`src/rtl/smbh_pkg.sv`:
```
package smbh_pkg;

  localparam int DW = 8;

  // byte offsets decoded by software
  localparam int OFS_STS     = 0;
  localparam int OFS_CTL     = 2;
  localparam int PLAIN_BASE  = 3;   // command, target addr, data0, data1, block data
  localparam int PLAIN_N     = 5;
  localparam int OFS_AUX     = 13;

  // status bit positions
  localparam int ST_BUSY   = 0;
  localparam int ST_FAILED = 4;

  // control bit positions
  localparam int CT_IE    = 0;
  localparam int CT_KILL  = 1;
  localparam int CT_PLO   = 2;
  localparam int CT_PHI   = 4;
  localparam int CT_LAST  = 5;
  localparam int CT_GO    = 6;
  localparam int CT_PEC   = 7;

  localparam int AUX_W = 2;

  localparam logic [DW-1:0] BUSY_M   = DW'(1) << ST_BUSY;
  localparam logic [DW-1:0] FAILED_M = DW'(1) << ST_FAILED;
  localparam logic [DW-1:0] GO_M     = DW'(1) << CT_GO;

  // next status: clears first, then sets (sets win)
  function automatic logic [DW-1:0] sts_next(
    input logic [DW-1:0] cur,
    input logic [DW-1:0] w1c,
    input logic          busy_drop,
    input logic [DW-1:0] set_m
  );
    logic [DW-1:0] clr_m;
    clr_m = (w1c & ~BUSY_M) | (busy_drop ? BUSY_M : '0);
    return (cur & ~clr_m) | set_m;
  endfunction

  function automatic logic irq_level(input logic [DW-1:0] sts, input logic ie);
    return ie & (|(sts & ~BUSY_M));
  endfunction

  function automatic logic [DW-1:0] ctl_view(input logic [DW-1:0] ctl);
    return {3'b000, ctl[CT_PHI:0]};
  endfunction

endpackage

```
`src/rtl/smbh_decode.sv`:
```
module smbh_decode
  import smbh_pkg::*;
#(
  parameter int ADDR_W = 6
) (
  input  logic              wr,
  input  logic              rd,
  input  logic [ADDR_W-1:0] addr,
  output logic              wr_sts,
  output logic              wr_ctl,
  output logic              wr_aux,
  output logic [PLAIN_N-1:0] wr_plain,
  output logic              rd_sts,
  output logic              rd_ctl,
  output logic              rd_aux,
  output logic [PLAIN_N-1:0] rd_plain
);

  logic hit_sts, hit_ctl, hit_aux;
  logic [PLAIN_N-1:0] hit_plain;

  assign hit_sts = (addr == ADDR_W'(OFS_STS));
  assign hit_ctl = (addr == ADDR_W'(OFS_CTL));
  assign hit_aux = (addr == ADDR_W'(OFS_AUX));

  for (genvar i = 0; i < PLAIN_N; i++) begin : g_plain
    assign hit_plain[i] = (addr == ADDR_W'(PLAIN_BASE + i));
    assign wr_plain[i]  = wr & hit_plain[i];
    assign rd_plain[i]  = rd & hit_plain[i];
  end

  assign wr_sts = wr & hit_sts;
  assign wr_ctl = wr & hit_ctl;
  assign wr_aux = wr & hit_aux;
  assign rd_sts = rd & hit_sts;
  assign rd_ctl = rd & hit_ctl;
  assign rd_aux = rd & hit_aux;

endmodule

```
`src/rtl/smbh_cfgregs.sv`:
```
module smbh_cfgregs
  import smbh_pkg::*;
(
  input  logic               clk,
  input  logic               rst_n,
  input  logic               cfg_force_blk,
  input  logic [DW-1:0]      wdata,
  input  logic               wr_ctl,
  input  logic               wr_aux,
  input  logic [PLAIN_N-1:0] wr_plain,
  output logic [DW-1:0]      ctl_q,
  output logic [AUX_W-1:0]   aux_q,
  output logic [DW-1:0]      plain_q [PLAIN_N]
);

  always_ff @(posedge clk) begin
    if (!rst_n) begin
      ctl_q <= '0;
    end else if (wr_ctl) begin
      ctl_q <= wdata & ~GO_M;
    end
  end

  always_ff @(posedge clk) begin
    if (!rst_n) begin
      aux_q <= {cfg_force_blk, 1'b0};
    end else if (wr_aux) begin
      aux_q <= wdata[AUX_W-1:0];
    end
  end

  for (genvar i = 0; i < PLAIN_N; i++) begin : g_byte
    always_ff @(posedge clk) begin
      if (!rst_n) begin
        plain_q[i] <= '0;
      end else if (wr_plain[i]) begin
        plain_q[i] <= wdata;
      end
    end
  end

  AST_GO_NEVER_STORED: assert property (@(posedge clk) disable iff (!rst_n)
    wr_ctl |=> !ctl_q[CT_GO]);

  AST_PLAIN_HOLD: assert property (@(posedge clk) disable iff (!rst_n)
    (wr_plain == '0) |=> $stable(plain_q[0]) && $stable(plain_q[PLAIN_N-1]));

endmodule

```
`src/rtl/smbh_status.sv`:
```
module smbh_status
  import smbh_pkg::*;
(
  input  logic          clk,
  input  logic          rst_n,
  input  logic [DW-1:0] wdata,
  input  logic          wr_sts,
  input  logic          rd_sts,
  input  logic          wr_ctl,
  input  logic [DW-1:0] eng_sts_set,
  input  logic          eng_busy_clr,
  output logic [DW-1:0] sts_q,
  output logic          pend_q,
  output logic          start_q,
  output logic          kill_q
);

  // named events for the assertions
  logic kill_evt, go_evt, defer_evt, now_evt, launch_evt;
  logic busy_drop;
  logic [DW-1:0] w1c_m, set_m;

  assign kill_evt   = wr_ctl & wdata[CT_KILL];
  assign go_evt     = wr_ctl & wdata[CT_GO] & ~kill_evt;
  assign defer_evt  = go_evt & ~wdata[CT_IE];
  assign now_evt    = go_evt & wdata[CT_IE];
  assign launch_evt = rd_sts & pend_q;

  assign w1c_m     = wr_sts ? wdata : '0;
  assign busy_drop = kill_evt | launch_evt | eng_busy_clr;
  assign set_m     = eng_sts_set
                   | (defer_evt ? BUSY_M : '0)
                   | (kill_evt ? FAILED_M : '0);

  always_ff @(posedge clk) begin
    if (!rst_n) begin
      sts_q   <= '0;
      pend_q  <= 1'b0;
      start_q <= 1'b0;
      kill_q  <= 1'b0;
    end else begin
      sts_q   <= sts_next(sts_q, w1c_m, busy_drop, set_m);
      if (kill_evt || launch_evt || now_evt) begin
        pend_q <= 1'b0;
      end else if (defer_evt) begin
        pend_q <= 1'b1;
      end
      start_q <= now_evt | launch_evt;
      kill_q  <= kill_evt;
    end
  end

  AST_BUSY_STICKY: assert property (@(posedge clk) disable iff (!rst_n)
    (wr_sts && sts_q[ST_BUSY] && !eng_busy_clr) |=> sts_q[ST_BUSY]);

  AST_W1C_TOP: assert property (@(posedge clk) disable iff (!rst_n)
    (wr_sts && wdata[DW-1] && !eng_sts_set[DW-1]) |=> !sts_q[DW-1]);

  AST_KILL_EFFECT: assert property (@(posedge clk) disable iff (!rst_n)
    (kill_evt && !eng_sts_set[ST_BUSY]) |=> sts_q[ST_FAILED] && !sts_q[ST_BUSY] && !pend_q && kill_q && !start_q);

  AST_DEFER_HOLD: assert property (@(posedge clk) disable iff (!rst_n)
    defer_evt |=> sts_q[ST_BUSY] && pend_q && !start_q);

  AST_DEFER_LAUNCH: assert property (@(posedge clk) disable iff (!rst_n)
    (rd_sts && pend_q && !eng_sts_set[ST_BUSY]) |=> !sts_q[ST_BUSY] && start_q && !pend_q);

  AST_NOW_LAUNCH: assert property (@(posedge clk) disable iff (!rst_n)
    now_evt |=> start_q && !pend_q && !kill_q);

endmodule

```
`src/rtl/smbh_regs_top.sv`:
```
module smbh_regs_top
  import smbh_pkg::*;
#(
  parameter int ADDR_W = 6
) (
  input  logic              clk,
  input  logic              rst_n,
  input  logic              cfg_force_blk,
  input  logic              bus_wr,
  input  logic              bus_rd,
  input  logic [ADDR_W-1:0] bus_addr,
  input  logic [7:0]        bus_wdata,
  output logic [7:0]        bus_rdata,
  output logic              irq_o,
  output logic              eng_start_o,
  output logic              eng_kill_o,
  output logic              host_busy_o,
  output logic [2:0]        proto_o,
  output logic              last_byte_o,
  output logic              pec_en_o,
  output logic [7:0]        cmd_o,
  output logic [7:0]        tgt_addr_o,
  output logic [7:0]        data0_o,
  output logic [7:0]        data1_o,
  output logic [7:0]        blk_data_o,
  output logic              aux_pec_o,
  output logic              aux_blk_o,
  input  logic [7:0]        eng_sts_set,
  input  logic              eng_busy_clr
);

  logic wr_sts, wr_ctl, wr_aux, rd_sts, rd_ctl, rd_aux;
  logic [PLAIN_N-1:0] wr_plain, rd_plain;
  logic [DW-1:0] ctl_q, sts_q;
  logic [AUX_W-1:0] aux_q;
  logic [DW-1:0] plain_q [PLAIN_N];
  logic pend_q;
  logic rd_any;
  logic [DW-1:0] rd_view;

  smbh_decode #(.ADDR_W(ADDR_W)) u_dec (
    .wr(bus_wr), .rd(bus_rd), .addr(bus_addr),
    .wr_sts(wr_sts), .wr_ctl(wr_ctl), .wr_aux(wr_aux), .wr_plain(wr_plain),
    .rd_sts(rd_sts), .rd_ctl(rd_ctl), .rd_aux(rd_aux), .rd_plain(rd_plain)
  );

  smbh_cfgregs u_cfg (
    .clk(clk), .rst_n(rst_n), .cfg_force_blk(cfg_force_blk),
    .wdata(bus_wdata), .wr_ctl(wr_ctl), .wr_aux(wr_aux), .wr_plain(wr_plain),
    .ctl_q(ctl_q), .aux_q(aux_q), .plain_q(plain_q)
  );

  smbh_status u_sts (
    .clk(clk), .rst_n(rst_n), .wdata(bus_wdata),
    .wr_sts(wr_sts), .rd_sts(rd_sts), .wr_ctl(wr_ctl),
    .eng_sts_set(eng_sts_set), .eng_busy_clr(eng_busy_clr),
    .sts_q(sts_q), .pend_q(pend_q), .start_q(eng_start_o), .kill_q(eng_kill_o)
  );

  // read view, unmapped offsets give zero
  always_comb begin
    rd_view = '0;
    if (rd_sts) rd_view = sts_q;
    if (rd_ctl) rd_view = ctl_view(ctl_q);
    if (rd_aux) rd_view = DW'(aux_q);
    for (int i = 0; i < PLAIN_N; i++) begin
      if (rd_plain[i]) rd_view = plain_q[i];
    end
  end

  assign rd_any = rd_sts | rd_ctl | rd_aux | (|rd_plain);

  always_ff @(posedge clk) begin
    if (!rst_n) begin
      bus_rdata <= '0;
    end else if (bus_rd) begin
      bus_rdata <= rd_view;
    end
  end

  assign irq_o       = irq_level(sts_q, ctl_q[CT_IE]);
  assign host_busy_o = sts_q[ST_BUSY];
  assign proto_o     = ctl_q[CT_PHI:CT_PLO];
  assign last_byte_o = ctl_q[CT_LAST];
  assign pec_en_o    = ctl_q[CT_PEC];
  assign cmd_o       = plain_q[0];
  assign tgt_addr_o  = plain_q[1];
  assign data0_o     = plain_q[2];
  assign data1_o     = plain_q[3];
  assign blk_data_o  = plain_q[4];
  assign aux_pec_o   = aux_q[0];
  assign aux_blk_o   = aux_q[1];

  AST_RDWR_EXCL: assert property (@(posedge clk) disable iff (!rst_n)
    !(bus_wr && bus_rd));

  AST_IRQ_GATED: assert property (@(posedge clk) disable iff (!rst_n)
    !ctl_q[CT_IE] |-> !irq_o);

  AST_IRQ_NOT_BUSY: assert property (@(posedge clk) disable iff (!rst_n)
    (sts_q == BUSY_M) |-> !irq_o);

  AST_CTL_UPPER_ZERO: assert property (@(posedge clk) disable iff (!rst_n)
    rd_ctl |=> (bus_rdata[7:5] == 3'b000));

  AST_AUX_UPPER_ZERO: assert property (@(posedge clk) disable iff (!rst_n)
    rd_aux |=> (bus_rdata[7:AUX_W] == '0));

  AST_UNMAPPED_ZERO: assert property (@(posedge clk) disable iff (!rst_n)
    (bus_rd && !rd_any) |=> (bus_rdata == 8'h00));

  AST_RDATA_HOLD: assert property (@(posedge clk) disable iff (!rst_n)
    (!bus_rd && !$past(!rst_n)) |=> $stable(bus_rdata));

endmodule

```
`config.mk`:
```
export PLATFORM = sky130hd
export DESIGN_NAME = smbh_regs_top
export DESIGN_NICKNAME = d
export VERILOG_FILES = /design/src/rtl/smbh_pkg.sv /design/src/rtl/smbh_decode.sv /design/src/rtl/smbh_cfgregs.sv /design/src/rtl/smbh_status.sv /design/src/rtl/smbh_regs_top.sv
export SDC_FILE = /design/constraint.sdc
export NUM_CORES = 1
export LEC_CHECK = 0
export BUFFER_PORTS_ARGS = -buffer_cell sky130_fd_sc_hd__buf_2
export CAP_MARGIN = 5
export CORE_MARGIN = 2
export CORE_UTILIZATION = 40
export CTS_CLUSTER_DIAMETER = 100
export DETAILED_ROUTE_END_ITERATION = 16
export PLACE_DENSITY = 0.65
export SETUP_SLACK_MARGIN = 0.4
export SLEW_MARGIN = 20
export SYNTH_ARGS = -nofsm -noshare
export SYNTH_HDL_FRONTEND = slang
export SYNTH_SLANG_ARGS = --single-unit
```
`constraint.sdc`:
```
create_clock -name clk -period 2.2 [get_ports clk]
set_input_delay 0.22 -clock clk [delete_from_list [all_inputs] [get_ports clk]]
set_output_delay 0.22 -clock clk [all_outputs]
set_load 0.02 [all_outputs]
```
# == Word level (Yosys, flattened, before mapping) ==
# Cells that the tools add are included.
# word_totals
reg_bits,68
# classes
eq_ne,8
muxes,14
bitwise,35
n_reduce_logical,5
# op_table
cell,count
2-to-1 mux 8 bit,9
OR 8 bit,4
equality test 6 x 3 -> 1 bit (second input constant),4
bitwise AND 1 bit,23
equality test 6 x 2 -> 1 bit (second input constant),2
bitwise AND 8 bit,1
NOT 8 bit,1
OR reduction 7 bit,1
equality test 6 x 4 -> 1 bit (second input constant),1
zero test 6 bit,1
2-to-1 mux 5 bit,1
2-to-1 mux 2 bit,2
NOT 1 bit,3
OR 1 bit,3
logical OR 1 bit,2
2-to-1 mux 1 bit,2
inequality test 2 x 1 -> 1 bit (second input constant),1
OR reduction 2 bit,1

# == Longest topological paths before layout ==
# Gate-level depths: netlist of the first run.
# logic_depth
word_depth,10
mapped_depth,7

# == By module ==
# Synthesis of the first run repeated with hierarchy kept, for this count alone.
# unflattened
cells_unflattened,366
area_unflattened_um2,3363.2
# by_module_without_submodules
module,n_inst,cells_per_inst,area_each_um2
smbh_cfgregs,1,162,1891.8
smbh_regs_top,1,128,868.3
smbh_status,1,44,407.9
smbh_decode,1,32,195.2

# == Worst setup path before layout of the first run ==
# Ideal clock, no wire load.
# synth_timing
kind,input port to flip-flop
start,input bus_addr[2]
end,register bus_rdata[0]
setup_time_ns,0.117
arrival_time_ns,1.549
required_ns,2.083
path_slack_ns,0.535
path_stages,6
n_path_buf,1
path_cell_list,buf_4 or4b_4 or3_1 a21oi_1 o211ai_1 a22o_1
# synth_between
elab_chain_cells,10
word_cells_on_any_way,24
classes_between,7 x eq/ne; 8 x mux; 8 x bitwise; 1 x reduce/logical
# synth_rtl
item,line,text
"start, declared",smbh_regs_top.sv:11,"input logic [ADDR_W-1:0] bus_addr,"
zero test 6 bit,smbh_decode.sv:22,assign hit_sts = (addr == ADDR_W'(OFS_STS));
bitwise AND 1 bit,smbh_decode.sv:35,assign rd_sts = rd & hit_sts;
2-to-1 mux 8 bit,smbh_regs_top.sv:63,if (rd_sts) rd_view = sts_q;
2-to-1 mux 8 bit,smbh_regs_top.sv:64,if (rd_ctl) rd_view = ctl_view(ctl_q);
2-to-1 mux 8 bit,smbh_regs_top.sv:65,if (rd_aux) rd_view = DW'(aux_q);
2-to-1 mux 8 bit (4 in a row),smbh_regs_top.sv:67,if (rd_plain[i]) rd_view = plain_q[i];
2-to-1 mux 8 bit (*),smbh_regs_top.sv:67,
"end signal, assigned",smbh_regs_top.sv:77,bus_rdata <= rd_view;
"end, declared",smbh_regs_top.sv:13,"output logic [7:0] bus_rdata,"
# Mark *: on every way between the ends. The rest lies on a longest branch, timed or not.
# A chain may end at the register's enable or synchronous reset.

# == Final worst setup path of the first run ==
# layout_timing
start,input bus_addr[3]
end,register bus_rdata[6]
# The elaborated chain is that of the path after synthesis.

==> results of run 1 <==
-- critical path, stage by stage --
cell and delay [ps]:
buf_2 140, or4b_4 580, nor3_1 380, nand2_1 90, and4_1 220, a21oi_1 180
-- area by class of cell --
type / instances / area [sq um]
fill: 758 / 3720
sequential: 68 / 1370
inverter: 4 / 15.0
timing repair buffer: 100 / 536
clock inverter: 5 / 129
multi-input combinational: 270 / 1750
clock buffer: 11 / 163
tap: 102 / 128
-- final timing paths --
check	from	end	slack, ps
worst max-delay path	bus_addr[3]	bus_rdata[6]$_SDFFE_PN0P_	660
worst min-delay path	eng_sts_set[7]	u_sts.sts_q[7]$_SDFF_PN0_	80
worst max register to register	u_cfg.plain_q[25]$_SDFFE_PN0P_	bus_rdata[1]$_SDFFE_PN0P_	900
worst min register to register	u_cfg.plain_q[10]$_SDFFE_PN0P_	u_cfg.plain_q[10]$_SDFFE_PN0P_	470
-- metal layers --
layer	GRT usage, %	vias up	wire [um]
met2	35.8	125	4460
met3	5.30	9	574
li1	-	1485	-
met1	30.8	1463	4450
met5	0	-	0
met4	4.11	0	90
-- registers in the layout (all words and copies together), names as in the netlist --
name and flops:
u_cfg.plain_q 40, bus_rdata 8, u_sts.sts_q 8, u_cfg.ctl_q 7
u_cfg.aux_q 2, u_sts.kill_q 1, u_sts.pend_q 1, u_sts.start_q 1
-- cells in the mapped netlist (all sizes together), types with 2 or more instances --
cell type,count
nor2,55
o211ai,8
a32oi,4
o21a,7
clkbuf,16
and3,2
a22o,3
nor4b,2
and3b,2
a21oi,28
nand2,33
inv,3
nor3,4
o2111a,2
a21boi,8
o2bb2ai,5
o22ai,2
dfxtp,67
nand4,2
and4,2
or3,2
nand3b,5
nor2b,4
mux2i,44
nand3,9
and2,4
nand2b,4
buf,10
o21ai,16
mux2,2
-- metrics by stage --
stage	hold slack, ps	instances
after floorplan	344	368
after global placement	432	544
after detailed placement	440	544
after CTS	83.3	560
after global routing	85.7	560
final	84.4	560
-- cells in the final DEF (no fill, tap or decap), types with 5 or more instances in the layout --
master	count
buf_2	86
nand3b_1	5
o211ai_1	8
nor2_1	54
dfxtp_1	67
a21boi_0	8
o21a_1	7
mux2i_1	44
a21oi_1	28
nand3_1	6
o21ai_0	16
o2bb2ai_1	5
buf_4	14
nand2_1	33
clkbuf_8	10
-- cells by family (layout without fill, tap and decap cells) --
family | count (synthesis) | after routing | share of synthesized area, %
compound gates | 87 | 87 | 17.5
simple gates | 137 | 137 | 21.8
mux | 46 | 46 | 14.3
buf+inv | 30 | 120 | 4.12
flops | 68 | 68 | 42.2
-- power by group --
part	total (W)	switching [W]	internal, W
Clock	0.00147	0.000501	0.000970
Sequential	0.00127	0.0000153	0.00125
Combinational	0.000235	0.000149	0.0000859
==> results.md, run 1 <==
* Power per standard cell area at ~730 mW/mm^2
* Unrepaired setup endpoints after global routing: false
* Initial Util at 41.6%
* Cell depth of the worst hold path at 2
* Leak Pwr at 1.94 nW
* DIE WIDTH at around 94 um
* Design Power at 0.00297 W
* Largest net degree at the start of global routing at 35
* Synthesized area at 0.00325 sq mm
* DR WL/cell at 17.1 um
* Vias in the first global route at 2887
* CTS root buffer: clkbuf_8
* Synth top area share at 41.3%
* Synthesized instance count at between 300 and 400
* Worst setup SP type: input pin
* Post-layout util at a little over half
* CTS tree: built
* Maxcap violations at 0
* Final setup fails at 0
* Cell accounting for the most synthesized area: dfxtp_1
* Fin worst setup slack at around 660 ps
* Post-synthesis average cell area at 8.82 sq um
* Post-CTS setup buffer count at 0
* #FFs+latches synth at 68
* CTS Hold Buffers Added at 0
* CP Class: input pin to flip-flop
* PortBufs at 86
* Num ports at 87
* Antenna violations before repair at 0
* 1st-pass router iterations at 5
* Slew HR at 58.1%
* Post-Place Worst Slack at 349 ps
* Layout cells sized above 1 at 27.9%
* Grt total ovfl at 0
* Die height at 94.1 um
* Ys Warns at 0
* Routed Antenna Nets at 0
* Actual slew at the worst max-slew pin at 620 ps
* Crit path capture type: flip-flop
* CTS H-tree lvls at 3
* Final net count at 481
* Synthesized net count at 396
* Period utilization at 70.1%
* Number of synthesized flops with an enable pin at 1
* Iter 0 DRT Violations at 244
* Gpl congestion at 0.835
* Vias/cell at between 5 and 6
* Cell Area, Placed at 0.00380 sq mm
* Clk slew on worst S/H paths at 70 ps
* Sequential area share after synthesis at 42.2%
* Worst skew pair latency at ~340 ps
* Post-Route WL at 9570 um
* Synth async-reset ratio at 0%
* Tot GR Track Use at 22.3%
* Worst ir drop on vdd at 0.000465 V
* First-pass GRT wire length at 15200 um
* Clock skew at 4.67 ps
* Slew Limit Fails at 0
* Setup tns final at 0 ps
* Cell variety after synth at 48
* Vias at 3082
* Predominant post-synthesis flop cell: dfxtp_1
* WP data arrival at 1800 ps
* Core box area at 0.00781 sq mm
* CTS Buffer Depth at 2
* HPWL Detailed at 6910 um
* Minimum clock period at between 1500 and 2000 ps
* Total die area at 0.00885 sq mm
* Final hold vios at 0
* Clock sinks at 68
* Largest cells by area after synthesis: dfxtp_1, mux2i_1, nor2_1
* Critical-path maximum fanout at 6
* DRC violations left at 0
* Max frequency at about 650 MHz
* Cell row count at 32
* Worst hold path class: input pin to flip-flop
* Final instance area at 0.00409 sq mm
* Reg2Reg Depth at 4
* Resized cells post-CTS at 0
* Worst endpoint required time at between 2000 and 2500 ps
* Status: finished, final reports clean
* CTS buffer count at 9
* Ant diodes at 0
* P&R area growth vs syn at 25.9%
Note: power is estimated with default switching activity, not from simulation.
==> run 2, diff against run 1 <==
PLACE_DENSITY = 0.68   (was 0.65)
clock period = 1.3 ns   (was 2.2 ns; I/O delays follow)
==> results.md, run 2 (same netlist as run 1, synthesis figures left out) <==
* Clock sinks at 68
* Slew HR at 74.2%
* Reg2Reg Depth at 4
* Top flop regs: u_cfg.plain_q x40, bus_rdata x8, u_sts.sts_q x8
* DIE WIDTH at 94.1 um
* Minimum clock period at 1390 ps
* Clock skew at ~6.3 ps
* HPWL Detailed at 7540 um
* Clk slew on worst S/H paths at 80 ps
* CTS H-tree lvls at 3
* Final instance area at 0.00567 sq mm
* Cell Chain, Critical Path: buf_6 > or4b_4 > or3_1 > a21oi_1 > o211ai_1 > a22o_1
* WP data arrival at 1640 ps
* DRC violations left at 0
* CTS Buffer Depth at 2
* Post-Route WL at roughly 13000 um
* Die height at 94.1 um
* Slew Limit Fails at 0
* Most frequent cells in the layout: buf_6, buf_4, dfxtp_2
* Period utilization at 107%
* Maxcap violations at 0
* Vias at roughly 3600
* Actual slew at the worst max-slew pin at between 300 and 400 ps
* PortBufs at 86
* GR Layer Usage met3 at around 5.7%
* Cell row count at 32
* Largest net degree at the start of global routing at 24
* P&R area growth vs syn at 74.6%
* CTS tree: built
* Tot GR Track Use at 28.1%
* CP Class: input pin to flip-flop
* DR WL/cell at 20.1 um
* Gpl congestion at 0.864
* Slowest Stage Delay on Critical Path at 570 ps
* Fin worst setup slack at -90.8 ps
* 1st-pass router iterations at 5
* Failing checks: negative setup slack
* Final hold vios at 0
* Total die area at approximately 0.0089 sq mm
* Max reg flops at 40
* CTS root buffer: clkbuf_8
* Vias in the first global route at 3633
* Max frequency at 719 MHz
* M2 GR Usage at 46.8%
* Unrepaired setup endpoints after global routing: true
* Vias/cell at approximately 5.7
* Initial Util at 41.6%
* Global-route track usage on met1 at a little over a third
* Worst setup SP type: input pin
* Power per standard cell area at 810 mW/mm^2
* Antenna violations before repair at 0
* Worst endpoint required time at approximately 1600 ps
* Num ports at 87
* CP max-delay cell: or4b_4
* Status: finished, violations left
* Cell depth of the worst hold path at 4
* Leak Pwr at 2.56 nW
* Cells after DPL at 579
* Grt total ovfl at 0
* Cell Area, Placed at 0.00418 sq mm
* Core box area at 0.00781 sq mm
* Critical-path maximum fanout at 4
* Final net count at 563
* Worst ir drop on vdd at around 0.0006 V
* Worst skew pair latency at 350 ps
* Top reg by flops: u_cfg.plain_q
* Ant diodes at 0
* Iter 0 DRT Violations at roughly 310
* Layout fillers at 512
* Worst hold path class: input pin to flip-flop
* Non-Filler Instances at 640
* Global-route layer with the greatest usage: met2
* Most common cell after layout, fill and taps aside: buf_6
* Routed Antenna Nets at 0
* First-pass GRT wire length at about 19000 um
* Final setup fails at 11
* CTS buffer count at 9
* Layout cells sized above 1 at 60.6%
* Crit path capture type: flip-flop
## run 2: cell count changes in the layout (fill, tap and decap cells not counted), sizes merged
cell | before | now
buf | 100 | 172
dlygate4sd3 | 0 | 7
bufinv | 4 | 1
nand3 | 9 | 12
clkbuf | 11 | 12
## run 2: what timing repair did
item,in CTS,in global routing
pin swaps,35,27
gates cloned,5,0
resized for setup,254,48
hold buffers,7,0
endpoints found under the setup margin,128,128
endpoints found under the hold margin,7,0
buffers inserted,26,9
## run 2: final timing paths
| path | from | to | slack (ps) |
|---|---|---|---|
| worst min-delay path | eng_busy_clr | u_sts.sts_q[0]$_SDFF_PN0_ | 70 |
| worst min register to register | u_cfg.plain_q[11]$_SDFFE_PN0P_ | u_cfg.plain_q[11]$_SDFFE_PN0P_ | 490 |
| worst max register to register | u_cfg.plain_q[24]$_SDFFE_PN0P_ | bus_rdata[0]$_SDFFE_PN0P_ | -20 |
| worst max-delay path | bus_addr[5] | bus_rdata[0]$_SDFFE_PN0P_ | -90 |
## run 2: routing by layer
| layer | share of wire, % | up-vias |
|---|---|---|
| met3 | 7.3 | 27 |
| met4 | 2.5 | 0 |
| met5 | 0 | - |
| met2 | 50 | 202 |
| li1 | - | 1655 |
| met1 | 41 | 1758 |
## run 2: through the flow
step / util [%] / hold slack [ps] / worst slack, ps / power, W / TNS, ps
after floorplan: - / 254 / -242 / 0.00245 / -860
after global placement: 53.5 / 343 / -376 / 0.00267 / -16430
after detailed placement: 53.5 / 344 / -406 / 0.00268 / -17570
after CTS: 69.2 / 64.3 / -34.4 / 0.00453 / -101
after global routing: 72.6 / 93.1 / -130 / 0.00473 / -1060
final: 72.6 / 72.9 / -90.8 / 0.00459 / -322
## run 2: layout make-up
type,count,area [sq um],area share [%]
Tap cell,102,128,2.25
Clock inverter,2,35.0,0.618
Timing Repair Buffer,179,1660,29.2
Inverter,4,15.0,0.265
Multi-Input combinational cell,273,2210,39.0
Clock buffer,12,155,2.74
Sequential cell,68,1470,25.9
## run 2: power breakdown
group	total, W	switching (W)	internal (W)	leakage (nW)
logic	0.000680	0.000370	0.000310	1.88
registers	0.00214	0.0000307	0.00211	0.584
clock network	0.00178	0.000807	0.000969	0.0983
total	0.00459	0.00121	0.00339	2.56
## run 2: worst max-delay path: cells and delay by family
kind | cells | cell delay, ps
AOI/OAI and AO/OA | 3 | 500
buffers and inverters | 1 | 100
and+or+nand+nor | 2 | 910
